`src/rtl/bac_pkg.sv`:
```
package bac_pkg;
   localparam int CLS_W  = 3;
   localparam int PCP_W  = 3;
   localparam int DSCP_W = 6;
   localparam int ENT_W  = CLS_W + 1;

   localparam logic [1:0] WSEL_DOT1P = 2'd0;
   localparam logic [1:0] WSEL_PREC  = 2'd1;
   localparam logic [1:0] WSEL_DSCP  = 2'd2;
   localparam logic [1:0] WSEL_CFG   = 2'd3;

   typedef enum logic [1:0] {
      MODE_FIXED    = 2'd0,
      MODE_DOT1P    = 2'd1,
      MODE_MIX_PREC = 2'd2,
      MODE_MIX_DSCP = 2'd3
   } bac_mode_e;

   typedef enum logic [1:0] {
      SRC_DIRECT = 2'd0,
      SRC_DOT1P  = 2'd1,
      SRC_PREC   = 2'd2,
      SRC_DSCP   = 2'd3
   } bac_src_e;

   typedef struct packed {
      bac_mode_e        mode;
      logic             inner;
      logic [CLS_W-1:0] cls;
   } bac_cfg_t;

   typedef struct packed {
      logic             lp;
      logic [CLS_W-1:0] cls;
   } bac_ent_t;

   localparam int CFG_W = $bits(bac_cfg_t);
endpackage

```
`src/rtl/bac_lut.sv`:
```
module bac_lut #(
   parameter int IDX_W  = 3,
   parameter int DATA_W = 4
) (
   input  logic              clk,
   input  logic              rst,
   input  logic              we,
   input  logic [IDX_W-1:0]  w_idx,
   input  logic [DATA_W-1:0] w_data,
   input  logic [IDX_W-1:0]  r_idx,
   output logic [DATA_W-1:0] r_data
);
   localparam int DEPTH = 1 << IDX_W;

   initial begin
      assert (IDX_W >= 1 && IDX_W <= 8) else $error("bac_lut: IDX_W out of range");
      assert (DATA_W >= 1) else $error("bac_lut: DATA_W must be positive");
   end

   logic [DATA_W-1:0] mem_q [DEPTH];

   always_ff @(posedge clk) begin
      if (rst) begin
         for (int i = 0; i < DEPTH; i++) mem_q[i] <= '0;
      end else if (we) begin
         mem_q[w_idx] <= w_data;
      end
   end

   // read is combinational on the stored value, so a write in the same
   // cycle is seen only by later reads
   assign r_data = mem_q[r_idx];
endmodule

```
`src/rtl/bac_keysel.sv`:
```
module bac_keysel
   import bac_pkg::*;
(
   input  bac_cfg_t              cfg,
   input  logic                  is_ip,
   input  logic [1:0]            tags,
   input  logic [PCP_W-1:0]      pcp_outer,
   input  logic [PCP_W-1:0]      pcp_inner,
   input  logic [PCP_W-1:0]      prec,
   input  logic [DSCP_W-1:0]     dscp,
   output bac_src_e              src,
   output logic [DSCP_W-1:0]     idx,
   output logic [CLS_W-1:0]      direct_cls
);
   logic             tag_missing;
   bac_src_e         pcp_src;
   logic [PCP_W-1:0] pcp_pick;

   always_comb begin
      tag_missing = (tags == 2'd0) || (cfg.inner && (tags < 2'd2));
      pcp_pick    = cfg.inner ? pcp_inner : pcp_outer;
      pcp_src     = tag_missing ? SRC_DIRECT : SRC_DOT1P;
   end

   always_comb begin
      direct_cls = cfg.cls;
      src        = pcp_src;
      idx        = DSCP_W'(pcp_pick);
      unique case (cfg.mode)
         MODE_FIXED: begin
            src = SRC_DIRECT;
            idx = '0;
         end
         MODE_DOT1P: ;
         MODE_MIX_PREC: if (is_ip) begin
            src = SRC_PREC;
            idx = DSCP_W'(prec);
         end
         MODE_MIX_DSCP: if (is_ip) begin
            src = SRC_DSCP;
            idx = dscp;
         end
         default: ;
      endcase
   end
endmodule

```
`src/rtl/ba_classifier.sv`:
```
module ba_classifier
   import bac_pkg::*;
#(
   parameter int IF_CNT = 4,
   localparam int IF_W  = $clog2(IF_CNT),
   localparam int WR_W  = CFG_W
) (
   input  logic                 clk,
   input  logic                 rst,
   input  logic                 wr_en,
   input  logic [1:0]           wr_sel,
   input  logic [DSCP_W-1:0]    wr_idx,
   input  logic [WR_W-1:0]      wr_data,
   input  logic                 in_valid,
   output logic                 in_ready,
   input  logic [IF_W-1:0]      in_if,
   input  logic                 in_is_ip,
   input  logic [1:0]           in_tags,
   input  logic [PCP_W-1:0]     in_pcp_outer,
   input  logic [PCP_W-1:0]     in_pcp_inner,
   input  logic [PCP_W-1:0]     in_prec,
   input  logic [DSCP_W-1:0]    in_dscp,
   input  logic                 in_mf_cls_en,
   input  logic [CLS_W-1:0]     in_mf_cls,
   input  logic                 in_mf_lp_en,
   input  logic                 in_mf_lp,
   output logic                 out_valid,
   input  logic                 out_ready,
   output logic [IF_W-1:0]      out_if,
   output logic [CLS_W-1:0]     out_cls,
   output logic                 out_lp
);
   initial begin
      assert (IF_CNT >= 2 && (IF_CNT & (IF_CNT - 1)) == 0)
         else $error("ba_classifier: IF_CNT must be a power of two >= 2");
      assert (IF_W <= DSCP_W) else $error("ba_classifier: too many interfaces for wr_idx");
      assert (WR_W >= ENT_W) else $error("ba_classifier: write data too narrow");
   end

   // ---------------- per-interface configuration words ----------------
   bac_cfg_t cfg_q [IF_CNT];

   for (genvar g = 0; g < IF_CNT; g++) begin : g_cfg
      always_ff @(posedge clk) begin
         if (rst)
            cfg_q[g] <= '0;
         else if (wr_en && wr_sel == WSEL_CFG && wr_idx[IF_W-1:0] == IF_W'(g))
            cfg_q[g] <= bac_cfg_t'(wr_data[CFG_W-1:0]);
      end
   end

   // ---------------- stage 1: code point selection ----------------
   logic adv;
   assign adv      = !out_valid || out_ready;
   assign in_ready = adv;

   bac_src_e            sel_src;
   logic [DSCP_W-1:0]   sel_idx;
   logic [CLS_W-1:0]    sel_dcls;

   bac_keysel u_keysel (
      .cfg        (cfg_q[in_if]),
      .is_ip      (in_is_ip),
      .tags       (in_tags),
      .pcp_outer  (in_pcp_outer),
      .pcp_inner  (in_pcp_inner),
      .prec       (in_prec),
      .dscp       (in_dscp),
      .src        (sel_src),
      .idx        (sel_idx),
      .direct_cls (sel_dcls)
   );

   logic              s1_valid;
   logic [IF_W-1:0]   s1_if;
   bac_src_e          s1_src;
   logic [DSCP_W-1:0] s1_idx;
   logic [CLS_W-1:0]  s1_dcls;
   logic              s1_mf_cls_en;
   logic [CLS_W-1:0]  s1_mf_cls;
   logic              s1_mf_lp_en;
   logic              s1_mf_lp;

   always_ff @(posedge clk) begin
      if (rst) begin
         s1_valid     <= 1'b0;
         s1_if        <= '0;
         s1_src       <= SRC_DIRECT;
         s1_idx       <= '0;
         s1_dcls      <= '0;
         s1_mf_cls_en <= 1'b0;
         s1_mf_cls    <= '0;
         s1_mf_lp_en  <= 1'b0;
         s1_mf_lp     <= 1'b0;
      end else if (adv) begin
         s1_valid     <= in_valid;
         s1_if        <= in_if;
         s1_src       <= sel_src;
         s1_idx       <= sel_idx;
         s1_dcls      <= sel_dcls;
         s1_mf_cls_en <= in_mf_cls_en;
         s1_mf_cls    <= in_mf_cls;
         s1_mf_lp_en  <= in_mf_lp_en;
         s1_mf_lp     <= in_mf_lp;
      end
   end

   // ---------------- lookup tables (0 tag-priority, 1 precedence, 2 DSCP) ----------------
   logic [ENT_W-1:0] rd_ent [3];

   for (genvar t = 0; t < 3; t++) begin : g_tbl
      localparam int TW = (t == 2) ? DSCP_W : PCP_W;
      bac_lut #(.IDX_W(TW), .DATA_W(ENT_W)) u_lut (
         .clk    (clk),
         .rst    (rst),
         .we     (wr_en && wr_sel == 2'(t)),
         .w_idx  (wr_idx[TW-1:0]),
         .w_data (wr_data[ENT_W-1:0]),
         .r_idx  (s1_idx[TW-1:0]),
         .r_data (rd_ent[t])
      );
   end

   // ---------------- stage 2: result and override ----------------
   bac_ent_t base;
   always_comb begin
      unique case (s1_src)
         SRC_DOT1P: base = bac_ent_t'(rd_ent[0]);
         SRC_PREC:  base = bac_ent_t'(rd_ent[1]);
         SRC_DSCP:  base = bac_ent_t'(rd_ent[2]);
         default:   base = '{lp: 1'b0, cls: s1_dcls};
      endcase
   end

   always_ff @(posedge clk) begin
      if (rst) begin
         out_valid <= 1'b0;
         out_if    <= '0;
         out_cls   <= '0;
         out_lp    <= 1'b0;
      end else if (adv) begin
         out_valid <= s1_valid;
         out_if    <= s1_if;
         out_cls   <= s1_mf_cls_en ? s1_mf_cls : base.cls;
         out_lp    <= s1_mf_lp_en ? s1_mf_lp : base.lp;
      end
   end

   // ---------------- assertions ----------------

   stall_hold_chk: assert property (@(posedge clk) disable iff (rst)
      out_valid && !out_ready |=> out_valid && $stable(out_cls) && $stable(out_lp) && $stable(out_if));

   ready_free_chk: assert property (@(posedge clk) disable iff (rst)
      !out_valid |-> in_ready);

   two_stage_chk: assert property (@(posedge clk) disable iff (rst)
      $rose(out_valid) |-> $past(s1_valid));

   mf_cls_chk: assert property (@(posedge clk) disable iff (rst)
      s1_valid && in_ready && s1_mf_cls_en |=> out_cls == $past(s1_mf_cls));

   mf_lp_chk: assert property (@(posedge clk) disable iff (rst)
      s1_valid && in_ready && s1_mf_lp_en |=> out_lp == $past(s1_mf_lp));

   direct_lp_chk: assert property (@(posedge clk) disable iff (rst)
      s1_valid && in_ready && s1_src == SRC_DIRECT && !s1_mf_lp_en |=> !out_lp);
endmodule

```
`config.mk`:
```
export PLATFORM = sky130hd
export DESIGN_NAME = ba_classifier
export DESIGN_NICKNAME = d
export VERILOG_FILES = /design/src/rtl/bac_pkg.sv /design/src/rtl/bac_lut.sv /design/src/rtl/bac_keysel.sv /design/src/rtl/ba_classifier.sv
export SDC_FILE = /design/constraint.sdc
export NUM_CORES = 1
export LEC_CHECK = 0
export BUFFER_PORTS_ARGS = -buffer_cell sky130_fd_sc_hd__buf_4
export CAP_MARGIN = 20
export CORE_ASPECT_RATIO = 0.6
export CORE_MARGIN = 8
export CORE_UTILIZATION = 25
export DETAILED_ROUTE_END_ITERATION = 6
export PLACE_DENSITY_LB_ADDON = 0.05
export SLEW_MARGIN = 40
export SYNTH_ARGS = -nofsm -noshare
export SYNTH_HDL_FRONTEND = slang
export SYNTH_SLANG_ARGS = --single-unit
export TNS_END_PERCENT = 10
```
`constraint.sdc`:
```
create_clock -name clk -period 4.46 [get_ports clk]
set_clock_uncertainty 0.15 [all_clocks]
set_input_delay 0 -clock clk [delete_from_list [all_inputs] [get_ports clk]]
set_output_delay 0 -clock clk [all_outputs]
set_load 0.05 [all_outputs]
```
== Word-level counts from Yosys, hierarchy flattened ==
Memories as Yosys holds them, arrays and structs flattened. A register that Yosys moved wholly into a read port is not among the register bits.
Cells that the tools add are included.
Operators by class
  add/sub/neg operators: 0
  multiply operators: 0
  divide/modulo/power cells: 0
  order comparisons: 1
  equal/unequal tests: 11
  shifts and indexed selects: 0
  muxes and demuxes: 53
  bitwise gates (word level): 4
  reduce and logical (&&, ||, !) cells: 19
Operators by type and width (number)
  $mux 6: 8
  $mux 1: 28
  $mux 3: 9
  $pmux 6 s3: 1
  $eq 2x2->1 const B: 8
  $mux 4: 3
  $pmux 4 s3: 1
  $reduce_or 4->1: 3
  $logic_and 1x1->1: 9
  $logic_not 2->1: 4
  $eq 2x1->1 const B: 3
  $pmux 2 s3: 1
  $mux 2: 2
  $or 1x1->1: 4
  $logic_or 1x1->1: 2
  $lt 2x2->1 const B: 1
  $logic_not 1->1: 1
Storage, ports and cells
  bits in registers: 27
  latch bits: 0
  RAM bits: 344
  memory bits (read-only): 0
  input bits: 45
  output and inout port bits: 8
  logic and storage cells: 105
  memories kept: 4
Memory list
  g_tbl[2].u_lut.mem_q: words 64, width 4, rd ports 1, clocked after Yosys merged registers in 1, write ports 64, RTL line bac_lut.sv:20  | logic [DATA_W-1:0] mem_q [DEPTH];
  g_tbl[0].u_lut.mem_q: words 8, width 4, rd ports 1, clocked after Yosys merged registers in 1, write ports 8, RTL line bac_lut.sv:20
  g_tbl[1].u_lut.mem_q: words 8, width 4, rd ports 1, clocked after Yosys merged registers in 1, write ports 8, RTL line bac_lut.sv:20
  cfg_q: words 4, width 6, rd ports 1, clocked after Yosys merged registers in 0, write ports 4, RTL line ba_classifier.sv:41  | bac_cfg_t cfg_q [IF_CNT];

== Longest topological paths before layout ==
Gate-level depths: netlist of the first run.
  word-level depth: 7
  depth in mapped cells: 10
  depth with buffers taken out: 6

== Modules after synthesis ==
From an unflattened synthesis of the first run, not the netlist that was laid out.
Second synthesis, totals
  cells, all modules: 1317
  area total of the unflattened synthesis: 17863.4 µm²
By module, submodules not included
  bac_lut at g_tbl[2].u_lut: times used 1, cells each 873, area an instance 12396.9 µm²
  bac_lut at g_tbl[0].u_lut ...: times used 2, cells each 103, area an instance 1534.0 µm²
  ba_classifier: times used 1, cells each 205, area an instance 2188.3 µm²
  bac_keysel: times used 1, cells each 33, area an instance 210.2 µm²

== Least setup slack after synthesis of the first run ==
Ideal clock, no wire load.
  path type: reg2reg
  from: register (tool-made name)
  to: register out_cls[1]
  setup time: 0.120 ns
  data arrival time: 1.833 ns
  required time: 4.190 ns
  setup slack: 2.357 ns
  cell stages (with the launch flop): 8
  path buffers: 2
  clock period less this slack: 2.103 ns
  cells stage by stage: dfxtp_1 > buf_6 > buf_8 > mux4_1 > mux2_2 > a21oi_2 > a21oi_1 > o31a_1
RTL lines
  end signal: assignment: RTL line ba_classifier.sv:144  | out_cls <= s1_mf_cls_en ? s1_mf_cls : base.cls;
  end: declaration: RTL line ba_classifier.sv:30  | output logic [CLS_W-1:0] out_cls,

==> results.py, run 1 <==
metrics = {
    "drt": {
        "via_per_inst": 4.65,
        "wire_per_inst_microns": 25.5,
        "first_pass_iters": 5,
        "drtAntennaViolNets": 0,
        "wl_microns": 61700,
        "drc": 0,
        "first_iter_violations": 1038,
        "vias": 11200,
    },
    "timing": {
        "clock.fmax_mhz": 325,
        "tns_ns": 0,
        "tightest_slew_ns": 0.817,
        "hold_viol": 3,
        "slew_violations": 0,
        "slew_headroom": 0.455,
        "timing.hold.ws_ns": -0.0107,
        "min_period_ns": 3.07,
        "setup_viol": 0,
        "period_share": 0.689,
        "rsz0062_at_grt": "no",
        "setup_slack_ns": 1.39,
    },
    "place": {
        "io_buffers": 52,
        "place_worst_setup_slack_ns": 1.48,
        "dp_hpwl_microns": 40700,
        "gp_congestion": 0.739,
    },
    "floorplan": {
        "core-area_sq_um": 71600,
        "die_w_microns": 363,
        "ioPinCount": 53,
        "start_util": 0.252,
        "rows": 76,
        "die_h_microns": 224,
        "dieArea_sq_um": 81400,
    },
    "worst_setup_path": {
        "crit_arrival_ns": 3.33,
        "cp_max_fo": 4,
        "required_ns": 4.72,
        "critPathKind": "reg2reg",
        "cp-end-kind": "flip-flop",
        "worstSetupStartpointType": "flip-flop",
    },
    "clock_network": {
        "cts_buffers": 41,
        "cts_sinks": 377,
        "clock_latency_ns": 0.57,
        "clock_path_buffers": 3,
        "h-tree-depth": 2,
        "cts_tree": "built",
        "clkSlewWorstSetupHoldPaths_ns": 0.06,
        "clock-root-buffer": "clkbuf_16",
        "ctsResizeCount": 0,
    },
    "synth": {
        "yosysWarnings": 0,
        "synth_nets": 1413,
        "synth-async-reset-ratio": 0,
        "synthCells": 1368,
        "synthFlopType": "edfxtp_1",
        "syn_area_sq_um": 18100,
        "ys_seq_area_frac": 0.609,
        "synth-edff-count": 344,
        "ys_ff_latch": 377,
        "syn-mean-instance-area_sq_um": 13.2,
        "yosys.cell_types.count": 57,
    },
    "job": {
        "maxCapViolations": 0,
    },
    "grt": {
        "grt_pass1_vias": 11300,
        "antenna_found_initial": 7,
        "grt-ovfl-total": 0,
        "grt_max_degree": 85,
        "grtUsageTotal": 0.149,
        "use_met3": 0.0252,
        "grt-busiest-layer": "met1",
        "grt_pass1_wl_microns": 88100,
        "met2_usage": 0.198,
        "grt_util_met1": 0.247,
    },
    "pwr": {
        "powerDensity_nw_per_um2": 401,
        "ir_worst_vdd_mv": 0.276,
        "p_leak_uw": 0.00769,
    },
    "final_layout": {
        "nets": 1455,
        "syn2layout_area_growth_pct": 17.3,
        "drive_gt1_frac": 0.188,
        "fillers": 7221,
    },
    "min_path": {
        "min_path_type": "in2reg",
    },
    "status": {
        "violations": "negative hold slack",
        "outcome": "complete, but fails checks",
    },
}
[cell type report]
class                           instances  area [sq um]  area share
Clock inverter                         18           161     0.00762
Sequential cell                       377         11000       0.519
Clock buffer                           57          1160      0.0547
Multi-Input combinational cell        858          6510       0.307
Antenna cell                            2          5.00    0.000236
Timing Repair Buffer                  127          1110      0.0523
Inverter                                5          18.8    0.000886
Tap cell                              975          1220      0.0576
[synthesized netlist by cell type (all sizes together), types with 3 or more instances]
master / n / area share
edfxtp: 344 / 0.57
and2: 218 / 0.076
and3: 129 / 0.045
clkbuf: 96 / 0.020
nor2: 78 / 0.016
mux4: 66 / 0.084
nand2: 61 / 0.013
mux2i: 58 / 0.032
or2: 53 / 0.018
dfxtp: 33 / 0.037
a21o: 32 / 0.013
buf: 32 / 0.012
a21oi: 29 / 0.0082
a22oi: 19 / 0.0079
nor3: 12 / 0.0033
nand3: 10 / 0.0028
nor2b: 9 / 0.0031
nand2b: 8 / 0.0028
o22ai: 8 / 0.0028
o21ai: 6 / 0.0017
nor3b: 5 / 0.0021
or3: 5 / 0.0017
inv: 4 / 0.00083
nand3b: 4 / 0.0017
nor4: 4 / 0.0014
a211oi: 3 / 0.0012
a221oi: 3 / 0.0015
a311oi: 3 / 0.0015
mux2: 3 / 0.0019
nand4: 3 / 0.0010
o21bai: 3 / 0.0012
o221a: 3 / 0.0019
[report_power, final]
part,leakage [uW],switching (uW),total [uW],internal [uW]
registers,0.00354,134,4170,4030
clock network,0.000652,1490,3480,1990
logic,0.00350,500,845,345
total,0.00769,2120,8490,6370
[stage by stage]
step | hold WS, ns | util | cells | instance area [sq um] | power [uW]
after floorplan | -0.00955 | - | 1368 | 18100 | 4680
after global placement | 0.117 | 0.271 | 2296 | 19400 | 5080
after detailed placement | 0.124 | 0.271 | 2296 | 19400 | 5070
after CTS | 0.00611 | 0.296 | 2417 | 21200 | 8610
after global routing | 0.00237 | 0.296 | 2417 | 21200 | 8800
final | -0.0107 | 0.296 | 2419 | 21200 | 8490
[registers in the layout, summed over array words and instances (netlist names), 2 cells and up, named ones only]
signal / count
out_if: 2
s1_mf_cls: 3
out_cls: 3
s1_dcls: 3
g_tbl.u_lut.mem_q: 320
s1_if: 2
s1_idx: 6
cfg_q: 24
s1_src: 2
[final timing paths]
| kind | start | to | slack [ns] | cells after the start |
|---|---|---|---|---|
| worst min register to register | out_if[0] | out_if[0] | 0.31 | 2 |
| worst max-delay path | cfg_q[2][3] | flip-flop | 1.39 | 6 |
| worst max register to register | cfg_q[2][3] | flip-flop | 1.39 | 6 |
| worst min-delay path | wr_data[1] | g_tbl[2].u_lut.mem_q[17][1] | -0.01 | 2 |
[cells in the final DEF, fill, tap and decap left out, types with 11 or more instances in the layout]
cell type,Yosys,final
edfxtp_1,344,344
and2_1,218,218
and3_1,129,129
nor2_1,78,78
buf_4,5,75
nand2_1,61,61
mux2i_1,58,58
mux4_2,56,56
or2_2,53,53
dlygate4sd3_1,0,46
clkbuf_16,0,43
a21o_1,32,32
dfxtp_1,33,30
a21oi_1,28,28
a22oi_1,19,19
clkbuf_1,95,11
[what timing repair did]
item / in CTS / in global routing
hold endpoints to repair: 100 / 0
setup buffers: 0 / 0
hold buffers: 46 / 0
[worst max-delay path: stages (launching register included)]
cell	delay, ns
edfxtp_1	0.38
mux4_2	0.58
mux2i_1	0.15
dlygate4sd3_1	0.56
o221a_2	0.24
dlygate4sd3_1	0.55
nor2_1	0.31
[cells by family (layout without fill, tap and decap cells)]
logic type / count (synthesis) / count (layout) / share of synthesized area
simple gates: 603 / 603 / 0.189
flops: 377 / 377 / 0.609
buf+inv: 133 / 207 / 0.0332
compound gates: 128 / 128 / 0.0505
mux: 127 / 127 / 0.118
other cells: 0 / 2 / 0
[metal layers]
metal | vias to the layer above | share of wire
met1 | 5847 | 0.55
met5 | - | 0
li1 | 5138 | -
met3 | 49 | 0.045
met2 | 210 | 0.39
met4 | 0 | 0.011
Note: power is estimated with default switching activity, not from simulation.
==> run 2: changes to the inputs <==
==> constraint.sdc (replaced) <==
create_clock -name clk -period 2.98 [get_ports clk]
set_clock_uncertainty 0.15 [all_clocks]
set_input_delay 0 -clock clk [delete_from_list [all_inputs] [get_ports clk]]
set_output_delay 0 -clock clk [all_outputs]
set_load 0.05 [all_outputs]
==> run 2 against run 1 <==
  * The flow still finishes with violations (negative hold slack)
  * Hold slack got worse by 0.012 ns
  * Sequential power is 49% higher
  * Sequential cell count did not move
  * Register-to-register slack got worse by 1.2 ns
  * Largest cell class unchanged
==> results.py, run 2 (synthesis gave the netlist of run 1 again) <==
metrics = {
    "timing": {
        "clock.fmax_mhz": 357,
        "timing.hold.ws_ns": -0.0228,
        "hold_viol": 3,
        "slew_violations": 0,
        "tightest_slew_ns": 0.831,
        "rsz0062_at_grt": "no",
        "slew_headroom": 0.446,
        "tns_ns": 0,
        "period_share": 0.940,
        "min_period_ns": 2.80,
        "setup_viol": 0,
    },
    "clock_network": {
        "clock_path_buffers": 3,
        "h-tree-depth": 2,
        "clkSlewWorstSetupHoldPaths_ns": 0.07,
        "cts_buffers": 41,
        "cts_sinks": 377,
        "clock_latency_ns": 0.57,
        "cts_tree": "built",
        "clock-root-buffer": "clkbuf_16",
    },
    "drt": {
        "first_pass_iters": 5,
        "via_per_inst": 4.66,
        "wl_microns": 63300,
        "drtAntennaViolNets": 0,
        "vias": 11500,
        "wire_per_inst_microns": 25.8,
        "drc": 0,
        "first_iter_violations": 943,
    },
    "floorplan": {
        "rows": 76,
        "die_w_microns": 363,
        "ioPinCount": 53,
        "core-area_sq_um": 71600,
        "start_util": 0.252,
        "die_h_microns": 224,
        "dieArea_sq_um": 81400,
    },
    "grt": {
        "antenna_found_initial": 4,
        "grtUsageTotal": 0.153,
        "grt_max_degree": 85,
        "grt_pass1_wl_microns": 90500,
        "grt_pass1_vias": 11500,
        "grt-ovfl-total": 0,
    },
    "worst_setup_path": {
        "required_ns": 3.34,
        "crit_path_top_delay_cell": "dfxtp_4",
        "max_stage_delay_ns": 0.58,
        "cpLargestDelayFamily": "compound AO/OA/AOI/OAI gates",
        "cp-end-kind": "flip-flop",
        "critPathKind": "reg2reg",
        "cp_num_buf_inv": 2,
        "cp_max_fo": 26,
        "worstSetupStartpointType": "flip-flop",
        "crit_chain": "buf_12 -> buf_4 -> mux2i_1 -> a22o_1 -> a221oi_1 -> o22ai_1 -> a2111oi_2 -> o31a_1",
        "crit_arrival_ns": 3.16,
    },
    "final_layout": {
        "final_util": 0.301,
        "reg_top3": "g_tbl.u_lut.mem_q (320), cfg_q (24), s1_idx (6)",
        "nets": 1493,
        "multi_input_area_sq_um": 6500,
        "drive_gt1_frac": 0.204,
        "final_cell_mix": "344 x edfxtp_1, 218 x and2_1, 129 x and3_1, 102 x buf_4, 78 x nor2_1",
        "layout_commonest_cell": "edfxtp_1",
        "instances_no_fill": 2456,
        "fillers": 7175,
        "seq_area_sq_um": 11000,
        "regMostFlops": "g_tbl.u_lut.mem_q",
        "syn2layout_area_growth_pct": 19.5,
        "largest_reg_flops": 320,
    },
    "min_path": {
        "min_path_type": "in2reg",
        "hold_start": "wr_data[3]",
    },
    "pwr": {
        "powerDensity_nw_per_um2": 596,
        "ir_worst_vdd_mv": 0.370,
        "p_leak_uw": 0.00791,
    },
    "place": {
        "io_buffers": 52,
        "gp_congestion": 0.771,
        "dp.cells": 2330,
        "dp_hpwl_microns": 42800,
    },
    "job": {
        "maxCapViolations": 0,
    },
    "status": {
        "outcome": "complete, but fails checks",
        "violations": "negative hold slack",
    },
}
run 2: changes by cell type in the layout (fill, tap and decap cells not counted), sizes merged:
| cell | before | now |
|---|---|---|
| bufinv | 3 | 4 |
| clkinv | 15 | 18 |
| clkbuf | 57 | 52 |
| dlygate4sd3 | 46 | 50 |
| buf | 81 | 115 |
| clkinvlp | 0 | 1 |
| diode | 2 | 1 |
run 2: stage by stage:
| stage | instance area, sq um | setup slack, ns | total power (uW) |
|---|---|---|---|
| floorplan | 18100 | 0.877 | 7010 |
| global placement | 19800 | 0.191 | 7690 |
| detailed placement | 19800 | 0.171 | 7670 |
| CTS | 21600 | 0.151 | 13000 |
| global route | 21600 | 0.0537 | 13400 |
| finish | 21600 | 0.179 | 12900 |
run 2: worst paths after layout:
| path | endpoint | slack [ns] | cells past startpoint |
|---|---|---|---|
| max | out_cls[1] | 0.18 | 8 |
| min | g_tbl[2].u_lut.mem_q[33][3] | -0.02 | 3 |
| max reg2reg | out_cls[1] | 0.18 | 8 |
| min reg2reg | out_if[1] | 0.31 | 2 |
run 2: what timing repair did:
action	in CTS	in global routing
hold endpoints to repair	95	1
hold buffers	49	1
buffers inserted	0	0
resized for setup	0	0
run 2: worst register-to-register path: stages (launching register included):
cell       delay [ns]
dfxtp_4          0.58
buf_12           0.29
buf_4            0.24
mux2i_1          0.09
a22o_1           0.32
a221oi_1         0.37
o22ai_1          0.17
a2111oi_2        0.38
o31a_1           0.17
run 2: report_power, final:
| part | switching, uW | total, uW | internal (uW) |
|---|---|---|---|
| registers | 178 | 6210 | 6040 |
| logic | 813 | 1390 | 578 |
| clock network | 2280 | 5270 | 2980 |
| total | 3270 | 12900 | 9600 |
run 2: routing by layer:
metal | GRT usage | routed length (microns) | vias to the layer above
met4 | 0.0213 | 685 | 0
met5 | 0 | 0 | -
met1 | 0.257 | 35500 | 5993
met3 | 0.0271 | 2620 | 55
met2 | 0.202 | 24500 | 188
li1 | - | - | 5218
run 2: final cells by class:
type / count / area share
inverters: 5 / 0.000870
diodes: 1 / 0.000116
clock inverters: 23 / 0.00974
well taps: 975 / 0.0565
multi-input cells: 858 / 0.301
flip-flops and latches: 377 / 0.510
repair buffers: 165 / 0.0703
clock buffers: 52 / 0.0514
==> run 3: changes to the inputs <==
--- a/config.mk
+++ b/config.mk
@@ -7,10 +7,11 @@
 export LEC_CHECK = 0
 export BUFFER_PORTS_ARGS = -buffer_cell sky130_fd_sc_hd__buf_4
 export CAP_MARGIN = 20
-export CORE_ASPECT_RATIO = 0.6
+export CORE_ASPECT_RATIO = 1.5
 export CORE_MARGIN = 8
 export CORE_UTILIZATION = 25
 export DETAILED_ROUTE_END_ITERATION = 6
+export GPL_TIMING_DRIVEN = 0
 export PLACE_DENSITY_LB_ADDON = 0.05
 export SLEW_MARGIN = 40
 export SYNTH_ARGS = -nofsm -noshare
==> run 3 against run 2 <==
  * The run now ends clean
  * Die area down 0.13%
  * Via count rose by 2.0%
  * Power increased by 1.2%
  * Sequential cell count unchanged
  * Cell area fell by 0.94%
  * Hold slack gained 0.12 ns
  * Sequential share of layout area rose by 0.44 points
  * First-iteration DRC count shrank 26%
  * Critical endpoint is now out_lp
  * Highest routed layer unchanged
==> results.py, run 3 (synthesis gave the netlist of run 1 again) <==
metrics = {
    "status": {
        "outcome": "completed",
    },
    "drt": {
        "drc": 0,
        "first_iter_violations": 699,
        "wire_per_inst_microns": 29.7,
        "via_per_inst": 4.78,
        "drtAntennaViolNets": 0,
        "first_pass_iters": 5,
        "vias": 11700,
        "wl_microns": 72500,
    },
    "floorplan": {
        "die_w_microns": 235,
        "die_h_microns": 345,
        "ioPinCount": 53,
        "rows": 120,
        "dieArea_sq_um": 81300,
        "start_util": 0.253,
        "core-area_sq_um": 71500,
    },
    "worst_setup_path": {
        "worstSetupStartpointType": "flip-flop",
        "crit_top_cell": "buf_4",
        "critPathKind": "reg2reg",
        "max_stage_delay_ns": 0.62,
        "crit_arrival_ns": 3.17,
        "cpLargestDelayFamily": "buffers and inverters",
        "cp_max_fo": 10,
        "required_ns": 3.23,
        "cp_num_buf_inv": 2,
        "cp-end-kind": "flip-flop",
        "r2r-end": "out_lp",
        "reg2reg_setup_slack_ns": 0.05,
        "crit_chain": "buf_4 -> buf_4 -> nand2_1 -> or2_2 -> o211ai_1 -> a221oi_1",
        "r2r_cells": 6,
        "crit_path_top_delay_cell": "dfxtp_1",
    },
    "final_layout": {
        "multi_input_area_sq_um": 6560,
        "instances_no_fill": 2441,
        "largest_reg_flops": 320,
        "reg_top3": "g_tbl.u_lut.mem_q (320), cfg_q (24), s1_idx (6)",
        "nets": 1537,
        "syn2layout_area_growth_pct": 18.4,
        "regMostFlops": "g_tbl.u_lut.mem_q",
        "finalInstanceArea_sq_um": 21400,
        "layout_commonest_cell": "edfxtp_1",
        "seq_area_sq_um": 11000,
        "fillers": 7292,
        "drive_gt1_frac": 0.180,
        "final_cell_mix": "344 x edfxtp_1, 218 x and2_1, 129 x and3_1, 95 x clkbuf_1, 78 x nor2_1",
    },
    "pwr": {
        "powerDensity_nw_per_um2": 610,
        "netSwitchingFraction": 0.263,
        "power_frac_clock": 0.411,
        "p_switching_uw": 3430,
        "p_leak_uw": 0.00773,
        "internal_power_uw": 9600,
        "power_uw": 13000,
        "seqPwrFrac": 0.472,
        "ir_worst_vdd_mv": 0.321,
        "share_comb_of_total_power": 0.117,
    },
    "timing": {
        "min_period_ns": 2.93,
        "period_share": 0.983,
        "timing.hold.ws_ns": 0.0993,
        "setup_slack_ns": 0.0512,
        "slew_violations": 0,
        "slew_headroom": 0.406,
        "rsz0062_at_grt": "no",
        "tightest_slew_ns": 0.890,
        "clock.fmax_mhz": 341,
        "setup_viol": 0,
        "hold_viol": 0,
    },
    "min_path": {
        "hold_start": "in_mf_lp",
        "min_path_type": "in2reg",
        "worstHoldEndpoint": "s1_mf_lp",
        "worstHoldPathCells": 4,
    },
    "place": {
        "gp_congestion": 0.787,
        "place_worst_setup_slack_ns": -0.288,
        "dp.cells": 2324,
        "io_buffers": 41,
        "dp_hpwl_microns": 53600,
        "placed_cell_area_sq_um": 19500,
    },
    "clock_network": {
        "clock-root-buffer": "clkbuf_16",
        "clock_latency_ns": 0.58,
        "cts_buffers": 44,
        "cts_sinks": 377,
        "cts_tree": "built",
        "h-tree-depth": 2,
        "clkSlewWorstSetupHoldPaths_ns": 0.06,
        "clock_path_buffers": 3,
    },
    "grt": {
        "antenna_found_initial": 2,
        "grt_pass1_wl_microns": 100000,
        "grt_pass1_vias": 12100,
        "grtUsageTotal": 0.175,
        "grt-ovfl-total": 0,
        "grt_max_degree": 14,
    },
    "job": {
        "maxCapViolations": 0,
    },
}
-- run 3: final cells by class --
cell class / count / area share
Antenna cell: 1 / 0.000117
Buffer: 128 / 0.0287
Clock buffer: 53 / 0.0541
Clock inverter: 26 / 0.00966
Inverter: 5 / 0.00105
Multi-Input combinational cell: 858 / 0.307
Sequential cell: 377 / 0.514
Tap cell: 915 / 0.0536
Timing Repair Buffer: 78 / 0.0317
-- run 3: what timing repair did --
action / in CTS / in global routing
hold buffers: 36 / 1
endpoints found under the hold margin: 133 / 4
setup endpoints to repair: 4 / 3
buffers inserted: 0 / 0
resized for setup: 16 / 4
-- run 3: worst min-delay path, cell delays in order --
cell and delay [ns]:
dlygate4sd3_1 0.54, buf_4 0.13, nand2_1 0.04, a21oi_1 0.05
-- run 3: layer usage --
layer / routed length [microns] / GRT usage / up-vias
met3: 2240 / 0.0224 / 86
met4: 1890 / 0.0496 / 0
met1: 29000 / 0.202 / 6053
met2: 39300 / 0.332 / 243
met5: 0 / 0 / -
li1: - / - / 5298
-- run 3: per-stage QoR --
stage               utilization  TNS (ns)
floorplan                     -         0
global route              0.299         0
detailed placement        0.273    -0.862
CTS                       0.299   -0.0148
global placement          0.273     -2.01
finish                    0.299         0
-- run 3: power groups by stage --
stage / Combinational [uW] / Clock, uW / Sequential, uW
floorplan: 790 / 0 / 6220
global placement: 1470 / 0 / 6260
detailed placement: 1470 / 0 / 6260
CTS: 1560 / 5490 / 6160
global route: 1600 / 5650 / 6180
finish: 1520 / 5360 / 6150
-- run 3: how the worst max path moves through the flow --
stage / endpoint / slack, ns / cells past startpoint
finish: out_lp / 0.05 / 6
global route: out_lp / 0.00003 / 9
CTS: out_lp / -0.01 / 8
detailed placement: out_lp / -0.29 / 7
global placement: out_cls[0] / -0.73 / 6
floorplan: out_cls[1] / 0.88 / 7
